File: config.mk
export PLATFORM = sky130hd
export DESIGN_NAME = wbnd_aligner
export DESIGN_NICKNAME = d
export VERILOG_FILES = /design/src/rtl/wbnd_pkg.sv /design/src/rtl/wbnd_window.sv /design/src/rtl/wbnd_match.sv /design/src/rtl/wbnd_ctrl.sv /design/src/rtl/wbnd_aligner.sv
export SDC_FILE = /design/constraint.sdc
export NUM_CORES = 1
export LEC_CHECK = 0
export BUFFER_PORTS_ARGS = -buffer_cell sky130_fd_sc_hd__buf_2
export CAP_MARGIN = 5
export CORE_MARGIN = 1.5
export CORE_UTILIZATION = 60
export DETAILED_ROUTE_END_ITERATION = 10
export GPL_ROUTABILITY_DRIVEN = 1
export HOLD_SLACK_MARGIN = 0.08
export PLACE_DENSITY = 0.81
export SLEW_MARGIN = 20
export SYNTH_ARGS = -nofsm -noshare
export SYNTH_HDL_FRONTEND = slang
export SYNTH_HIERARCHICAL = 1
export SYNTH_SLANG_ARGS = --single-unit
export TNS_END_PERCENT = 20
File: constraint.sdc
create_clock -name clk -period 3.87 [get_ports clk]
set_clock_uncertainty 0.05 [all_clocks]
set_input_delay 0.774 -clock clk [delete_from_list [all_inputs] [get_ports clk]]
set_output_delay 0.774 -clock clk [all_outputs]
set_load 0.005 [all_outputs]
File: src/rtl/wbnd_pkg.sv
// Package: shared types and helpers for the word boundary aligner.
// Assumes the offset range is 0 .. word width - 1.
package wbnd_pkg;

    // Boundary control mode, fixed while the block runs
    typedef enum logic {
        MODE_MANUAL = 1'b0,
        MODE_SLIP   = 1'b1
    } wbnd_mode_e;

    // Next slip offset with wrap at the last legal value
    function automatic logic [7:0] wbnd_next_off(input logic [7:0] cur, input logic [7:0] last);
        return (cur == last) ? 8'd0 : cur + 8'd1;
    endfunction

endpackage

File: src/rtl/wbnd_window.sv
// Module: wbnd_window
// Holds the last two raw words as a 2W-bit window, the older word in the
// low half. Exposes every W-bit candidate and registers the candidate at
// the current offset as the aligned word.
// Assumes off stays below W. A larger value selects zero.
module wbnd_window #(
    parameter int unsigned W    = 10,
    parameter int unsigned OFFW = $clog2(W)
) (
    input  logic                clk,
    input  logic                rst_n,
    input  logic [W-1:0]        raw_in,
    input  logic [OFFW-1:0]     off,
    output logic [W-1:0][W-1:0] cand,
    output logic [W-1:0]        data_out
);

    localparam int unsigned WIN_W = 2 * W;

    logic [W-1:0]     raw_q;
    logic [W-1:0]     raw_qq;
    logic [WIN_W-1:0] win;
    logic [W-1:0]     sel;

    // Shift the two-word history register
    always_ff @(posedge clk) begin
        if (!rst_n) begin
            raw_q  <= '0;
            raw_qq <= '0;
        end else begin
            raw_q  <= raw_in;
            raw_qq <= raw_q;
        end
    end

    assign win = {raw_q, raw_qq};

    // One candidate slice per bit offset
    for (genvar k = 0; k < W; k++) begin : g_cand
        assign cand[k] = win[k +: W];
    end

    // Select the candidate at the current offset
    always_comb begin
        sel = '0;
        for (int k = 0; k < W; k++) begin
            if (off == OFFW'(k)) sel = cand[k];
        end
    end

    // Register the aligned word
    always_ff @(posedge clk) begin
        if (!rst_n) data_out <= '0;
        else        data_out <= sel;
    end

endmodule

File: src/rtl/wbnd_match.sv
// Module: wbnd_match
// Compares every candidate with the pattern in parallel, either the full
// width or only the SW low bits. Reports whether any offset matches, the
// lowest matching offset, and whether the current offset matches.
// Assumes SW <= W.
module wbnd_match #(
    parameter int unsigned W    = 10,
    parameter int unsigned SW   = 7,
    parameter int unsigned OFFW = $clog2(W)
) (
    input  logic [W-1:0][W-1:0] cand,
    input  logic [W-1:0]        pat,
    input  logic                pat_short,
    input  logic [OFFW-1:0]     off,
    output logic                any_hit,
    output logic [OFFW-1:0]     low_off,
    output logic                cur_hit
);

    logic [W-1:0] hit;

    // Per-offset comparator
    for (genvar k = 0; k < W; k++) begin : g_cmp
        assign hit[k] = pat_short ? (cand[k][SW-1:0] == pat[SW-1:0])
                                  : (cand[k] == pat);
    end

    assign any_hit = |hit;

    // Priority encode: the lowest offset wins
    always_comb begin
        low_off = '0;
        for (int k = W - 1; k >= 0; k--) begin
            if (hit[k]) low_off = OFFW'(k);
        end
    end

    // Hit at the offset now in use
    always_comb begin
        cur_hit = 1'b0;
        for (int k = 0; k < W; k++) begin
            if (off == OFFW'(k)) cur_hit = hit[k];
        end
    end

endmodule

File: src/rtl/wbnd_ctrl.sv
// Module: wbnd_ctrl
// Owns the boundary offset. Manual mode arms a search on a rising edge of
// the realign request and locks on the first hit. Slip mode steps the
// offset on each toggle of the slip input.
// Assumes mode is static outside reset.
module wbnd_ctrl
    import wbnd_pkg::*;
#(
    parameter int unsigned W    = 10,
    parameter int unsigned OFFW = $clog2(W)
) (
    input  logic            clk,
    input  logic            rst_n,
    input  wbnd_mode_e      mode,
    input  logic            realign_req,
    input  logic            slip_req,
    input  logic            any_hit,
    input  logic [OFFW-1:0] low_off,
    input  logic            cur_hit,
    output logic [OFFW-1:0] off,
    output logic            searching,
    output logic            rise,
    output logic            toggle,
    output logic            sync_pulse,
    output logic            pat_det
);

    localparam logic [7:0] OFF_LAST = 8'(W - 1);

    logic            req_q;
    logic            slip_q;
    logic            lock;
    logic [OFFW-1:0] slip_next;

    // Remember previous request levels for edge detection
    always_ff @(posedge clk) begin
        if (!rst_n) begin
            req_q  <= 1'b0;
            slip_q <= 1'b0;
        end else begin
            req_q  <= realign_req;
            slip_q <= slip_req;
        end
    end

    assign rise      = realign_req & ~req_q;
    assign toggle    = slip_req ^ slip_q;
    assign lock      = (mode == MODE_MANUAL) & searching & any_hit;
    assign slip_next = OFFW'(wbnd_next_off(8'(off), OFF_LAST));

    // Search arm/disarm state
    always_ff @(posedge clk) begin
        if (!rst_n)                  searching <= 1'b0;
        else if (mode == MODE_SLIP)  searching <= 1'b0;
        else                         searching <= rise | (searching & ~any_hit);
    end

    // Boundary offset update
    always_ff @(posedge clk) begin
        if (!rst_n)                              off <= '0;
        else if (mode == MODE_SLIP && toggle)    off <= slip_next;
        else if (lock)                           off <= low_off;
    end

    // Single-cycle status and detect pulses
    always_ff @(posedge clk) begin
        if (!rst_n) begin
            sync_pulse <= 1'b0;
            pat_det    <= 1'b0;
        end else begin
            sync_pulse <= lock;
            pat_det    <= (mode == MODE_MANUAL) & cur_hit;
        end
    end

endmodule

File: src/rtl/wbnd_aligner.sv
// Module: wbnd_aligner (top)
// Word boundary aligner for a W-bit deserialized stream, with a pattern
// search mode and a bit-slip mode. Latency from raw_in to data_out is two
// clock edges.
// Assumes mode_slip and pat_short change only while in reset.
module wbnd_aligner
    import wbnd_pkg::*;
#(
    parameter int unsigned WORD_W  = 10,
    parameter int unsigned SHORT_W = 7
) (
    input  logic              clk,
    input  logic              rst_n,
    input  logic [WORD_W-1:0] raw_in,
    input  logic              realign_req,
    input  logic              slip_req,
    input  logic [WORD_W-1:0] align_pat,
    input  logic              pat_short,
    input  logic              mode_slip,
    output logic [WORD_W-1:0] data_out,
    output logic              sync_pulse,
    output logic              pat_det
);

    localparam int unsigned OFFW = $clog2(WORD_W);

    wbnd_mode_e                   mode;
    logic [WORD_W-1:0][WORD_W-1:0] cand;
    logic [OFFW-1:0]              off;
    logic [OFFW-1:0]              low_off;
    logic                         any_hit;
    logic                         cur_hit;
    logic                         searching;
    logic                         rise;
    logic                         toggle;

    assign mode = mode_slip ? MODE_SLIP : MODE_MANUAL;

    wbnd_window #(.W(WORD_W), .OFFW(OFFW)) u_win (
        .clk      (clk),
        .rst_n    (rst_n),
        .raw_in   (raw_in),
        .off      (off),
        .cand     (cand),
        .data_out (data_out)
    );

    wbnd_match #(.W(WORD_W), .SW(SHORT_W), .OFFW(OFFW)) u_match (
        .cand      (cand),
        .pat       (align_pat),
        .pat_short (pat_short),
        .off       (off),
        .any_hit   (any_hit),
        .low_off   (low_off),
        .cur_hit   (cur_hit)
    );

    wbnd_ctrl #(.W(WORD_W), .OFFW(OFFW)) u_ctrl (
        .clk         (clk),
        .rst_n       (rst_n),
        .mode        (mode),
        .realign_req (realign_req),
        .slip_req    (slip_req),
        .any_hit     (any_hit),
        .low_off     (low_off),
        .cur_hit     (cur_hit),
        .off         (off),
        .searching   (searching),
        .rise        (rise),
        .toggle      (toggle),
        .sync_pulse  (sync_pulse),
        .pat_det     (pat_det)
    );

endmodule

# Word level (Yosys, flattened, before mapping)
# Index checks and enable logic that the tools add are counted.
# word_totals
register_bits	39
output_inout_bits	12
# op_classes
n_reduce_logical	5
eq_ne	29
addsub	1
mux	44
bitwise_logic	11
# ops
operator	n
== test 10 bit	10
two-way mux 10 bit	10
== test 7 bit	10
two-way mux 4 bit	13
two-way mux 1 bit	21
== test 4 x 3 -> 1 bit (second input constant)	4
OR reduction 10 bit	1
== test 4 x 2 -> 1 bit (second input constant)	2
== test 4 bit (second input constant)	2
AND 1 bit	5
adder 4 x 1 -> 4 bit (second input constant)	1
== test 4 x 1 -> 1 bit (second input constant)	1
zero test 4 bit	1
NOT 1 bit	4
nonzero test 2 bit	1
OR reduction 2 bit	1
logical AND 1 bit	1
OR 1 bit	1
bitwise XOR 1 bit	1

# Depth between registers and ports, before layout
# Gate-level depths: netlist of the first run.
# depth
ltp_word	14
mapped_depth	10

# Cells and area by module
# The synthesis of the first run kept the hierarchy.
# modules_own_cells
module	cells_per_inst	seq_area_each_um2	area_each_um2	n_inst
wbnd_window	234	600.6	2213.4	1
wbnd_match	180	0.0	1390.1	1
wbnd_ctrl	45	180.2	406.6	1

# Worst setup path before layout of the first run
# Ideal clock, no wire load.
# synth_path
path_kind	input-to-reg
startpoint	in align_pat[1]
endpoint	reg u_ctrl.off[0]
stages	9
path_buffers	1
path_slack_ns	1.280
arrival_time_ns	2.400
setup_time_ns	0.140
path_cell_list	buf_4 xnor2_1 nand4_1 nor3_1 nor2_1 o21a_1 o41a_1 a221oi_1 a211oi_1
# synth_via
elab_chain_cells	14
word_cells_on_any_way	45
# synth_lines
item	line	text
start: declaration	wbnd_aligner.sv:17	input logic [WORD_W-1:0] align_pat,
== test 10 bit / == test 7 bit (equally long branches)	wbnd_match.sv:25, wbnd_match.sv:24	
two-way mux 1 bit	wbnd_match.sv:24	assign hit[k] = pat_short ? (cand[k][SW-1:0] == pat[SW-1:0])
two-way mux 4 bit (9 in a row)	wbnd_match.sv:34	if (hit[k]) low_off = OFFW'(k);
two-way mux 4 bit *	wbnd_match.sv:34	
named net low_off[0]	wbnd_aligner.sv:30	logic [OFFW-1:0] low_off;
two-way mux 4 bit *	wbnd_ctrl.sv:62	else if (lock) off <= low_off;
two-way mux 4 bit *	wbnd_ctrl.sv:61	else if (mode == MODE_SLIP && toggle) off <= slip_next;
end signal: assignment	wbnd_ctrl.sv:61	
end signal: assignment	wbnd_ctrl.sv:62	
end: declaration	wbnd_ctrl.sv:20	output logic [OFFW-1:0] off,
# The timed path passes the listed nets; every way through them passes the cells marked *. The select of a mux whose other input is x is not followed.
# A chain may end at the register's enable or synchronous reset.

# Final worst setup path of the first run
# layout_path
startpoint	reg u_win.raw_q[0]
endpoint	reg u_ctrl.off[0]
# layout_via
elab_chain_cells	14
word_cells_on_any_way	39
# layout_lines
item	line	text
start: declaration	wbnd_window.sv:20	logic [W-1:0] raw_q;
start signal: assignment	wbnd_window.sv:31	raw_q <= raw_in;
== test 10 bit / == test 7 bit (equally long branches)	wbnd_match.sv:25, wbnd_match.sv:24	
two-way mux 1 bit	wbnd_match.sv:24	
two-way mux 4 bit (8 in a row)	wbnd_match.sv:34	
two-way mux 4 bit * (2 in a row)	wbnd_match.sv:34	
named net low_off[0]	wbnd_aligner.sv:30	
two-way mux 4 bit *	wbnd_ctrl.sv:62	
two-way mux 4 bit *	wbnd_ctrl.sv:61	
# Marks and branches as above.

==> Implementation_results.wiki, run 1 <==
{| class="wikitable"
! Metric !! Value
|-
| DRC viols || 0
|-
| Max FO, Critical Path || 17
|-
| Final WS setup || 955 ps
|-
| Per-instance average area after synthesis || ~8.7 sq um
|-
| Sinks on Clock Net || 39
|-
| Inst Count DP || 464
|-
| Number of enable-type register cells in the synthesized netlist || 0
|-
| Final number of max-transition violations || 0
|-
| Highest clock frequency the design can meet || between 300 and 400 MHz
|-
| Global router's overall resource usage || 0.227
|-
| Core Region || 6390 sq um
|-
| Effective utilization at floorplan || 0.628
|-
| Maximum count of clock buffers along a single path || 2
|-
| R2R setup slack || around 960 ps
|-
| Initial DRC Count || ~340
|-
| Share of the cycle needed by the critical path after routing || 0.753
|-
| Vias post-DR || approximately 2900
|-
| Clock slew at reported path FFs || roughly 80 ps
|-
| Unique cell type count in the Yosys netlist || between 50 and 60
|-
| Count of TritonRoute iterations in the first routing pass || 5
|-
| Std-Cell Rows || 29
|-
| Floorplan die area || between 7000 and 8000 sq um
|-
| HPWL reported at the end of detailed placement || approximately 5500 um
|-
| Die outline height || roughly 85 um
|-
| Count of instances resized after the clock tree is built || 0
|-
| Root buffer cell || sky130_fd_sc_hd__clkbuf_8
|-
| Run status || finished clean
|-
| Relative max-transition margin || 0.426
|-
| Source-to-sink clock delay at the later pin of the worst-skew pair || about 290 ps
|-
| Total of warnings raised by yosys || 6
|-
| Clock tree from TritonCTS || done
|-
| Power per unit of standard cell area || 291 nW/um^2
|-
| Fin Setup TNS || 0 ps
|-
| Count of input and output buffers || 37
|-
| CP peak stage delay || roughly 900 ps
|-
| Final weighted congestion in routability-driven placement || 0.943
|-
| Share of Yosys cell area claimed by the top area cell type || 0.218
|-
| Dominant cells by area after synthesis || sky130_fd_sc_hd__xnor2_1 (22%), sky130_fd_sc_hd__dfxtp_1 (19%), sky130_fd_sc_hd__buf_4 (18%)
|-
| Dominant register cell in the synthesized netlist || sky130_fd_sc_hd__dfxtp_1
|-
| Via count of the first global-routing pass || about 2600
|-
| Hold buffer count at CTS || 0
|-
| Final number of hold-violating endpoints || 0
|-
| Startpoint-to-endpoint class of the critical path || reg2reg
|-
| Antenna violations before repair || 0
|-
| Leakage Power || 1.17 nW
|-
| Net count reported at finish || between 400 and 500
|-
| Worst setup timing slack at the placement stage || 834 ps
|-
| Layout cell share with drive strength beyond 1 || 0.167
|-
| Share of synthesized registers carrying an async set or reset || 0
|-
| H-tree levels || 2
|-
| Diodes inserted || 0
|-
| Time the final worst path needs with I/O delays and setup || about 2900 ps
|-
| Leading area contributor after synthesis || sky130_fd_sc_hd__xnor2_1
|-
| Setup violation total in the final timing report || 0
|-
| Critical path launch point type || flip-flop
|-
| Library cell contributing the largest single delay on the critical path || sky130_fd_sc_hd__dfxtp_1
|-
| Hold WS || slightly below 400 ps
|-
| Gate Count Post-Synth || 459
|-
| Max-capacitance violation count || 0
|-
| Horizontal die dimension || ~85 um
|-
| Required time reported for the critical path endpoint || around 4000 ps
|-
| Peak supply drop || around 0.00029 V
|-
| Synthesis-stage register bit count || 39
|-
| Hold Path Class || reg2reg
|-
| Global-route wire length before repair || between 10000 and 15000 um
|-
| Crit path capture type || flip-flop
|-
| I/O pin count || 38
|-
| Top library cells by usage in the layout, fill and taps aside || sky130_fd_sc_hd__xnor2_1 (100), sky130_fd_sc_hd__dfxtp_1 (39), sky130_fd_sc_hd__buf_2 (37)
|-
| Post-detailed-route wirelength per cell || around 17 um
|-
| Number of non-filler instances in the completed layout || 472
|-
| Congestion Overflow GR || 0
|-
| Setup repair after global routing missed its margin || false
|-
| Fill cell instance count of the final layout || between 500 and 600
|-
| Arrival time worst endpoint || between 3000 and 4000 ps
|-
| Layout overhead on the synthesized area || -10.0%
|-
| Average via count per standard cell || 6.13
|-
| Total nets after synthesis || approximately 490
|-
| Critical Path, Cell by Cell || xnor2_1 -> nand4_1 -> nor3_1 -> nor2_1 -> o21a_1 -> o41a_1 -> a221oi_1 -> a211oi_1
|-
| Routed WL || a little over 8000 um
|-
| Post-synthesis sequential area ratio || 0.195
|-
| Syn Std Cell Area || 4010 sq um
|-
| Number of buffers inserted during clock tree synthesis || 5
|-
| Count of nets left with antenna violations after detail routing || 0
|-
| Pin count of the biggest net entering global routing || 34
|-
| Most common cell after layout, fill and taps aside || sky130_fd_sc_hd__xnor2_1
|-
| Pin slew with the least headroom to its limit || around 860 ps
|-
| Post-CTS Setup Repair Bufs || 0
|}
-- registers in the layout, indices dropped and copies added (netlist names) --
| name | count |
|---|---|
| u_ctrl/req_q | 1 |
| u_ctrl/searching | 1 |
| u_win/raw_qq | 10 |
| u_win/data_out | 10 |
| u_ctrl/off | 4 |
| u_win/raw_q | 10 |
| u_ctrl/pat_det | 1 |
| u_ctrl/sync_pulse | 1 |
| u_ctrl/slip_q | 1 |
-- critical path, delay by kind of cell, from the launching register on --
family	cells	cell delay, ps
compound gates	4	930
flops	1	880
simple gates	3	740
xor+xnor	1	190
-- Yosys cell counts (4+ instances only) --
cell type                    n
sky130_fd_sc_hd__a21oi_1     7
sky130_fd_sc_hd__a31oi_1    12
sky130_fd_sc_hd__and2_1     22
sky130_fd_sc_hd__buf_2       5
sky130_fd_sc_hd__buf_4      98
sky130_fd_sc_hd__buf_6       5
sky130_fd_sc_hd__clkbuf_1    4
sky130_fd_sc_hd__dfxtp_1    39
sky130_fd_sc_hd__mux2i_1    14
sky130_fd_sc_hd__mux4_2      9
sky130_fd_sc_hd__nand2_1    11
sky130_fd_sc_hd__nand3_1    15
sky130_fd_sc_hd__nand4_1    11
sky130_fd_sc_hd__nor2_1     12
sky130_fd_sc_hd__nor2b_1     6
sky130_fd_sc_hd__nor3_1     12
sky130_fd_sc_hd__nor3b_1     4
sky130_fd_sc_hd__nor4b_1     4
sky130_fd_sc_hd__o21ai_0    14
sky130_fd_sc_hd__o22ai_1     6
sky130_fd_sc_hd__xnor2_1   100
-- area by class of cell --
| cell class | instances | area (sq um) | area share |
|---|---|---|---|
| multi-input cells | 304 | 2380 | 0.660 |
| well taps | 77 | 96.3 | 0.0267 |
| repair buffers | 41 | 215 | 0.0597 |
| clock inverters | 2 | 38.8 | 0.0108 |
| flip-flops and latches | 39 | 781 | 0.216 |
| inverters | 3 | 11.3 | 0.00312 |
| clock buffers | 6 | 82.6 | 0.0229 |
-- power breakdown --
group          switching [mW]  total, mW  internal, mW
combinational           0.112      0.234         0.122
sequential             0.0411      0.460         0.419
clock                   0.144      0.356         0.212
total                   0.298       1.05         0.752
-- path summary, 6_finish.rpt --
path | start | endpoint | cells after the start
hold / removal | u_win/raw_q[9] | u_win/raw_qq[9] | 1
setup reg to reg | u_win/raw_q[0] | u_ctrl/off[0] | 8
setup / recovery | u_win/raw_q[0] | u_ctrl/off[0] | 8
hold reg to reg | u_win/raw_q[9] | u_win/raw_qq[9] | 1
-- metrics by stage --
stage / total power [mW] / utilization / cell area [sq um]
5_1_grt: 1.10 / 0.565 / 3610
2_1_floorplan: 0.708 / - / 4010
6_report: 1.05 / 0.565 / 3610
4_1_cts: 1.05 / 0.565 / 3610
3_3_place_gp: 0.691 / 0.546 / 3490
3_5_place_dp: 0.699 / 0.546 / 3490
-- per-layer routing --
metal,GRT usage,part of all wire,vias up
li1,-,-,1364
met1,0.304,0.43,1389
met2,0.380,0.48,125
met3,0.0423,0.075,13
met4,0.0499,0.011,0
met5,0,0,-
-- cells by family after synthesis --
group / Yosys count / synth area share
AOI/OAI and AO/OA: 59 / 0.0980
xor gates and xnor gates: 102 / 0.225
buffers and inverters: 116 / 0.211
DFF: 39 / 0.195
muxes: 27 / 0.101
and+or+nand+nor: 116 / 0.170
Power figures use the tool's default switching activity.
==> inputs of run 2 (changes only) <==
--- a/config.mk
+++ b/config.mk
@@ -8,11 +8,11 @@
 export BUFFER_PORTS_ARGS = -buffer_cell sky130_fd_sc_hd__buf_2
 export CAP_MARGIN = 5
 export CORE_MARGIN = 1.5
-export CORE_UTILIZATION = 60
+export CORE_UTILIZATION = 55
 export DETAILED_ROUTE_END_ITERATION = 10
 export GPL_ROUTABILITY_DRIVEN = 1
 export HOLD_SLACK_MARGIN = 0.08
-export PLACE_DENSITY = 0.81
+export PLACE_DENSITY = 0.78
 export SLEW_MARGIN = 20
 export SYNTH_ARGS = -nofsm -noshare
 export SYNTH_HDL_FRONTEND = slang
==> constraint.sdc (replaced) <==
create_clock -name clk -period 2.37 [get_ports clk]
set_clock_uncertainty 0.05 [all_clocks]
set_input_delay 0.474 -clock clk [delete_from_list [all_inputs] [get_ports clk]]
set_output_delay 0.474 -clock clk [all_outputs]
set_load 0.005 [all_outputs]
==> run 2 against run 1 <==
  * Setup slack worse by 920 ps
  * Global-route usage grew 2.4 points
  * Final cell count rose by 17%
  * Via count increased by 10%
  * Routed wire length is 19% higher
  * Sequential share of layout area is 3.0 points lower
  * Critical path depth grew 4
  * Power up 74%
  * Final area grew 19%
  * Maximum frequency is 25% higher
  * Register-to-register slack worse by 920 ps
  * Flip-flop and latch count stayed put
==> Implementation_results.wiki, run 2 (synthesis results as in run 1) <==
{| class="wikitable"
! Metric !! Value
|-
| Wire length on met1 || 3950 um (+13%)
|-
| Count of input and output buffers || 37 (unchanged)
|-
| Clock tree from TritonCTS || done
|-
| Pin slew with the least headroom to its limit || 603 ps (-258 ps)
|-
| Root buffer cell || sky130_fd_sc_hd__clkbuf_8
|-
| Run status || finished clean
|-
| I/O pin count || 38 (unchanged)
|-
| Count of nets left with antenna violations after detail routing || 0 (unchanged)
|-
| Clock slew at reported path FFs || 80 ps (about the same)
|-
| Critical Path, Cell by Cell || buf_4 -> xnor2_1 -> nand3_1 -> nor3_1 -> buf_4 -> nor4_4 -> buf_4 -> nand3_4 -> nand2_4 -> or2_2 -> o21ai_1 -> a211oi_1
|-
| Number of buffers inserted during clock tree synthesis || 5 (unchanged)
|-
| Family of cells with the greatest summed delay on the critical path || simple AND/OR/NAND/NOR gates
|-
| Core Region || 6910 sq um (+8.2%)
|-
| Setup violation total in the final timing report || 0 (unchanged)
|-
| Initial DRC Count || 378 (+13%)
|-
| Via count of the first global-routing pass || 3026 (+15%)
|-
| Average via count per standard cell || 5.78 (-5.6%)
|-
| Highest clock frequency the design can meet || 429 MHz (+25%)
|-
| Vias post-DR || 3179 (+10%)
|-
| Reported net switching power || 541 uW (+82%)
|-
| Layout cell share with drive strength beyond 1 || 0.346 (+0.179)
|-
| Horizontal die dimension || 88.4 um (+4.3%)
|-
| Final number of hold-violating endpoints || 0 (unchanged)
|-
| Hold Path Class || in2reg
|-
| Max FO, Critical Path || 6 (-11)
|-
| R2R setup slack || 40 ps (-920 ps)
|-
| Congestion Overflow GR || 0 (unchanged)
|-
| HPWL reported at the end of detailed placement || 6980 um (+26%)
|-
| Antenna violations before repair || 0 (unchanged)
|-
| Routed WL || 9640 um (+19%)
|-
| Logic pwr share || 0.276 (+0.053)
|-
| Final weighted congestion in routability-driven placement || 1.08 (+14%)
|-
| Most common cell after layout, fill and taps aside || sky130_fd_sc_hd__xnor2_1
|-
| Fill cell instance count of the final layout || 575 (-3.4%)
|-
| Startpoint-to-endpoint class of the critical path || reg2reg
|-
| Final number of max-transition violations || 0 (unchanged)
|-
| Sinks on Clock Net || 39 (unchanged)
|-
| Max-capacitance violation count || 0 (unchanged)
|-
| Leakage Power || 1.56 nW (+33%)
|-
| Arrival time worst endpoint || 2460 ps (-580 ps)
|-
| DRC viols || 0 (unchanged)
|-
| Source-to-sink clock delay at the later pin of the worst-skew pair || 290 ps (about the same)
|-
| Diodes inserted || 0 (unchanged)
|-
| Most used cell along the critical path || sky130_fd_sc_hd__buf_4
|-
| Maximum count of clock buffers along a single path || 2 (unchanged)
|-
| Relative max-transition margin || 0.596 (+0.171)
|-
| Effective utilization at floorplan || 0.581 (-0.0473)
|-
| Required time reported for the critical path endpoint || 2500 ps (-1490 ps)
|-
| Total Power Consumption || 1.83 mW (+74%)
|-
| Peak supply drop || 0.000370 V (+27%)
|-
| Layout overhead on the synthesized area || 7.36%
|-
| Worst setup timing slack at the placement stage || -425 ps (-1260 ps)
|-
| Seq pwr share || 0.401 (-0.037)
|-
| Final WS setup || 39.0 ps (-916 ps)
|-
| Met2 routed wirelength || 4840 um (+25%)
|-
| Post-detailed-route wirelength per cell || 17.5 um (+2.5%)
|-
| Floorplan die area || 7810 sq um (+8.8%)
|-
| Share of the cycle needed by the critical path after routing || 0.984 (+0.230)
|-
| Time the final worst path needs with I/O delays and setup || 2330 ps (-584 ps)
|-
| Std-Cell Rows || 30 (+3.4%)
|-
| CP peak stage delay || 380 ps (-500 ps)
|-
| Clock network power share || 0.323 (-0.016)
|-
| Pin count of the biggest net entering global routing || 33 (-2.9%)
|-
| Global router's overall resource usage || 0.250 (+0.0236)
|-
| Detail Route met3 WL || 650 um (+7.8%)
|-
| H-tree levels || 2 (unchanged)
|-
| Crit path capture type || flip-flop
|-
| Buffers & Inverters on Critical Path || 3 (+3)
|-
| Power per unit of standard cell area || 425 nW/um^2 (+46%)
|-
| Global-route wire length before repair || 15000 um (+14%)
|-
| Hold WS || 328 ps (-56.7 ps)
|-
| Count of TritonRoute iterations in the first routing pass || 5 (unchanged)
|-
| Critical path launch point type || flip-flop
|-
| Largest registers ranked by flip-flop count || u_win/data_out x10, u_win/raw_q x10, u_win/raw_qq x10
|-
| Die outline height || 88.4 um (+4.3%)
|-
| Library cell contributing the largest single delay on the critical path || sky130_fd_sc_hd__dfxtp_2
|-
| Top library cells by usage in the layout, fill and taps aside || sky130_fd_sc_hd__xnor2_1 (99), sky130_fd_sc_hd__buf_4 (60), sky130_fd_sc_hd__buf_2 (37)
|-
| Switching share of total power || 0.296 (+0.0125)
|-
| Int Power || 1.29 mW (+71%)
|-
| Setup repair after global routing missed its margin || true
|-
| Uppermost layer routed || met4
|-
| Net count reported at finish || 479 (+14%)
|}
==> run 2: per-layer routing <==
layer / GRT usage / up-vias
li1: - / 1486
met1: 0.320 / 1541
met4: 0.0696 / 0
met5: 0 / -
met3: 0.0569 / 26
met2: 0.425 / 126
==> run 2: worst paths after layout <==
path                                         to  depth (start not counted)            start
worst max-delay path              u_ctrl/off[0]                         12  u_win/raw_qq[4]
worst min register to register  u_win/raw_qq[9]                          1   u_win/raw_q[9]
worst min-delay path             u_win/raw_q[8]                          2        raw_in[8]
worst max register to register    u_ctrl/off[0]                         12  u_win/raw_qq[4]
==> run 2: worst register-to-register path, stage by stage (launching register included) <==
cell	delay, ps
sky130_fd_sc_hd__dfxtp_2	380
sky130_fd_sc_hd__buf_4	150
sky130_fd_sc_hd__xnor2_1	190
sky130_fd_sc_hd__nand3_1	140
sky130_fd_sc_hd__nor3_1	200
sky130_fd_sc_hd__buf_4	170
sky130_fd_sc_hd__nor4_4	50
sky130_fd_sc_hd__buf_4	150
sky130_fd_sc_hd__nand3_4	80
sky130_fd_sc_hd__nand2_4	60
sky130_fd_sc_hd__or2_2	310
sky130_fd_sc_hd__o21ai_1	170
sky130_fd_sc_hd__a211oi_1	100
==> run 2: final cells by class <==
type / count / area, sq um / area share
multi-input combinational: 304 / 2560 / 0.595
sequential: 39 / 805 / 0.187
timing repair buffer: 100 / 687 / 0.160
tap: 96 / 120 / 0.0279
clock buffer: 6 / 82.6 / 0.0192
clock inverter: 2 / 38.8 / 0.00901
inverter: 3 / 11.3 / 0.00262
==> run 2: timing repair <==
item / in CTS / in global routing
buffers inserted: 0 / 5
hold buffers: 0 / 0
gates resized for setup: 21 / 26
pin swaps: 1 / 10
setup endpoints to repair: 6 / 6
==> run 2: power by group through the flow <==
| stage | combinational [mW] | sequential, mW | clock (mW) |
|---|---|---|---|
| floorplan | 0.420 | 0.736 | 0 |
| global placement | 0.446 | 0.747 | 0 |
| detailed placement | 0.457 | 0.748 | 0 |
| CTS | 0.466 | 0.733 | 0.597 |
| global route | 0.539 | 0.737 | 0.635 |
| finish | 0.505 | 0.732 | 0.591 |
==> run 2: stage by stage <==
step                cells  utilization  setup TNS [ps]  instance area (sq um)
global route          550        0.623            -162                   4310
detailed placement    537        0.570           -1890                   3940
floorplan             459            -               0                   4010
CTS                   545        0.597               0                   4130
global placement      537        0.570           -1610                   3940
finish                550        0.623               0                   4310
==> inputs of run 3 (changes only) <==
--- a/config.mk
+++ b/config.mk
@@ -5,10 +5,10 @@
 export SDC_FILE = /design/constraint.sdc
 export NUM_CORES = 1
 export LEC_CHECK = 0
-export BUFFER_PORTS_ARGS = -buffer_cell sky130_fd_sc_hd__buf_2
+export BUFFER_PORTS_ARGS = -buffer_cell sky130_fd_sc_hd__clkbuf_2
 export CAP_MARGIN = 5
-export CORE_MARGIN = 1.5
 export CORE_UTILIZATION = 55
+export CTS_BUF_LIST = sky130_fd_sc_hd__clkbuf_16
 export DETAILED_ROUTE_END_ITERATION = 10
 export GPL_ROUTABILITY_DRIVEN = 1
 export HOLD_SLACK_MARGIN = 0.08
==> run 3 against run 2 <==
  * The flow now finishes with violations (negative setup slack)
  * Critical path depth decreased by 1
  * Clock power increased by 30%
  * Setup slack got worse by 91 ps
  * Register-to-register slack got worse by 90 ps
  * Flip-flop and latch count unchanged
  * Sequential power about the same
  * Hold slack improved by 14 ps
  * Non-clock buffer count increased by 15
  * Power increased by 10%
  * Combinational power increased by 2%
  * Final cell count increased by 2.7%
  * Largest power group is now the clock network
==> Implementation_results.wiki, run 3 (synthesis results as in run 1) <==
{| class="wikitable"
! Metric !! Value
|-
| Count of input and output buffers || 37 (unchanged)
|-
| Depth of the most critical reg-to-reg path || 11 (-1)
|-
| Seq pwr share || 0.362 (-0.039)
|-
| Clock slew at reported path FFs || 60 ps (-20 ps)
|-
| Pin slew with the least headroom to its limit || 669 ps (+66.2 ps)
|-
| Routed WL || 9550 um (-0.89%)
|-
| Effective utilization at floorplan || 0.581 (unchanged)
|-
| Logic pwr share || 0.256 (-0.020)
|-
| Sinks on Clock Net || 39 (unchanged)
|-
| Highest clock frequency the design can meet || 413 MHz (-3.8%)
|-
| Crit path capture type || flip-flop
|-
| Met1 Resource Use GR || 0.311 (-0.00837)
|-
| Top library cells by usage in the layout, fill and taps aside || sky130_fd_sc_hd__xnor2_1 (99), sky130_fd_sc_hd__buf_4 (74), sky130_fd_sc_hd__clkbuf_2 (35)
|-
| Diodes inserted || 0 (unchanged)
|-
| Fill cell instance count of the final layout || 597 (+3.8%)
|-
| Average via count per standard cell || 5.62 (-2.7%)
|-
| Final WS setup || -51.9 ps (-91.0 ps)
|-
| DRC viols || 0 (unchanged)
|-
| Global routing met2 resource utilization || 0.410 (-0.0156)
|-
| Library cell contributing the largest single delay on the critical path || sky130_fd_sc_hd__dfxtp_4
|-
| Via count of the first global-routing pass || 3034 (+0.26%)
|-
| Congestion Overflow GR || 0 (unchanged)
|-
| Global router's overall resource usage || 0.246 (-0.00410)
|-
| Most used cell along the critical path || sky130_fd_sc_hd__buf_4
|-
| Run status || finished with violations
|-
| Layout overhead on the synthesized area || 10.3%
|-
| Hold path depth || 2 (unchanged)
|-
| Global-route wire length before repair || 14600 um (-2.8%)
|-
| Power per unit of standard cell area || 456 nW/um^2 (+7.5%)
|-
| Met3 track demand over resource in global routing || 0.0597 (+0.00281)
|-
| Final weighted congestion in routability-driven placement || 0.976 (-9.6%)
|-
| Critical path launch point type || flip-flop
|-
| Int Power || 1.46 mW (+13%)
|-
| Pin count of the biggest net entering global routing || 20 (-39%)
|-
| Switching share of total power || 0.279 (-0.0168)
|-
| Layout cell share with drive strength beyond 1 || 0.360 (+0.0145)
|-
| Relative max-transition margin || 0.553 (-0.0430)
|-
| Std-Cell Rows || 30 (unchanged)
|-
| I/O pin count || 38 (unchanged)
|-
| Required time reported for the critical path endpoint || 2500 ps (about the same)
|-
| Largest registers ranked by flip-flop count || u_win/data_out x10, u_win/raw_q x10, u_win/raw_qq x10
|-
| Post-route cell area || 4420 sq um (+2.7%)
|-
| Number of buffers inserted during clock tree synthesis || 5 (unchanged)
|-
| Number of non-filler instances in the completed layout || 565 (+2.7%)
|-
| Most congested layer reported by global routing || met2
|-
| Critical Path, Cell by Cell || buf_4 -> xnor2_1 -> a31oi_1 -> nor3_2 -> nor4_2 -> buf_4 -> nand3_1 -> nand2_2 -> mux2i_2 -> o22ai_1 -> o21a_1
|-
| Post-detailed-route wirelength per cell || 16.9 um (-3.5%)
|-
| Family of cells with the greatest summed delay on the critical path || simple AND/OR/NAND/NOR gates
|-
| Clock tree from TritonCTS || done
|-
| Peak supply drop || 0.000366 V (-1.0%)
|-
| Die outline height || 87.4 um (-1.1%)
|-
| Most common cell after layout, fill and taps aside || sky130_fd_sc_hd__xnor2_1
|-
| Startpoint-to-endpoint class of the critical path || reg2reg
|-
| Area used by multi-input combinational logic || 2510 sq um (-2.1%)
|-
| Share of the cycle needed by the critical path after routing || 1.02 (+0.0384)
|-
| Root buffer cell || sky130_fd_sc_hd__clkbuf_16
|-
| Clock network power share || 0.382 (+0.059)
|-
| Initial DRC Count || 249 (-34%)
|-
| Inst Count DP || 554 (+3.2%)
|-
| Core Region || 6910 sq um (unchanged)
|-
| Setup repair after global routing missed its margin || true
|-
| Horizontal die dimension || 87.4 um (-1.1%)
|-
| Final number of max-transition violations || 0 (unchanged)
|-
| Sequential cell area || 802 sq um (-0.31%)
|-
| Maximum count of clock buffers along a single path || 2 (unchanged)
|-
| CP peak stage delay || 390 ps (about the same)
|-
| Buffers & Inverters on Critical Path || 2 (-1)
|-
| Arrival time worst endpoint || 2550 ps (+90 ps)
|-
| Time the final worst path needs with I/O delays and setup || 2420 ps (+91.0 ps)
|-
| Floorplan die area || 7640 sq um (-2.3%)
|-
| H-tree levels || 2 (unchanged)
|-
| Final number of hold-violating endpoints || 0 (unchanged)
|-
| HPWL reported at the end of detailed placement || 6840 um (-2.0%)
|-
| Source-to-sink clock delay at the later pin of the worst-skew pair || 280 ps (about the same)
|-
| Max-capacitance violation count || 0 (unchanged)
|-
| Antenna violations before repair || 0 (unchanged)
|-
| Fin Setup TNS || -58.1 ps (-58.1 ps)
|-
| Max FO, Critical Path || 7 (+1)
|-
| Net count reported at finish || 494 (+3.1%)
|-
| Stages on worst setup path || 11 (-1)
|-
| Leakage Power || 1.61 nW (+3.5%)
|-
| Count of nets left with antenna violations after detail routing || 0 (unchanged)
|-
| Setup violation total in the final timing report || 2 (+2)
|-
| Hold Path Class || in2reg
|-
| Failing checks || negative setup slack
|-
| Vias post-DR || 3176 (-0.094%)
|-
| Count of TritonRoute iterations in the first routing pass || 4 (-1)
|-
| Placed standard-cell area || 4080 sq um (+3.6%)
|-
| Reported net switching power || 563 uW (+4.2%)
|-
| Hold buffer count at CTS || 0 (unchanged)
|}
[run 3: worst reg2reg max path, cell delays in order, from the launching register on]
cell	delay [ps]
sky130_fd_sc_hd__dfxtp_4	390
sky130_fd_sc_hd__buf_4	170
sky130_fd_sc_hd__xnor2_1	120
sky130_fd_sc_hd__a31oi_1	280
sky130_fd_sc_hd__nor3_2	100
sky130_fd_sc_hd__nor4_2	280
sky130_fd_sc_hd__buf_4	160
sky130_fd_sc_hd__nand3_1	110
sky130_fd_sc_hd__nand2_2	120
sky130_fd_sc_hd__mux2i_2	240
sky130_fd_sc_hd__o22ai_1	110
sky130_fd_sc_hd__o21a_1	190
[run 3: final timing paths]
check,from,endpoint,slack [ps]
hold reg to reg,u_win/raw_q[9],u_win/raw_qq[9],410
setup / recovery,u_win/raw_q[0],u_ctrl/off[3],-50
setup reg to reg,u_win/raw_q[0],u_ctrl/off[3],-50
hold / removal,raw_in[8],u_win/raw_q[8],340
[run 3: power by group through the flow]
stage          logic (mW)  registers, mW  clock network, mW
6_report            0.517          0.731              0.770
4_1_cts             0.484          0.732              0.783
5_1_grt             0.551          0.735              0.811
2_1_floorplan       0.420          0.736                  0
3_3_place_gp        0.465          0.746                  0
3_5_place_dp        0.477          0.747                  0
[run 3: routing by layer]
| layer | vias up | routed length [um] | share of wire |
|---|---|---|---|
| li1 | 1519 | - | - |
| met1 | 1536 | 4080 | 0.43 |
| met2 | 107 | 4870 | 0.51 |
| met3 | 14 | 468 | 0.049 |
| met4 | 0 | 141 | 0.015 |
| met5 | - | 0 | 0 |
[run 3: what timing repair did]
item / in CTS / in global routing
gates cloned: 0 / 0
pin swaps: 2 / 8
resized for setup: 16 / 25
buffers inserted: 0 / 3
endpoints found under the setup margin: 6 / 6
[run 3: final cells by class]
cell class              count  area share
repair buffers            115       0.183
well taps                  96      0.0272
clock inverters             3      0.0105
inverters                   3     0.00255
flip-flops and latches     39       0.181
multi-input cells         304       0.567
clock buffers               5      0.0283
[run 3: stage by stage]
step	utilization	power [mW]	hold slack (ps)	worst slack (ps)
floorplan	-	1.16	362	48.2
global placement	0.591	1.21	366	-331
finish	0.640	2.02	342	-51.9
CTS	0.622	2.00	339	-9.41
detailed placement	0.591	1.22	397	-336
global route	0.640	2.10	342	-139
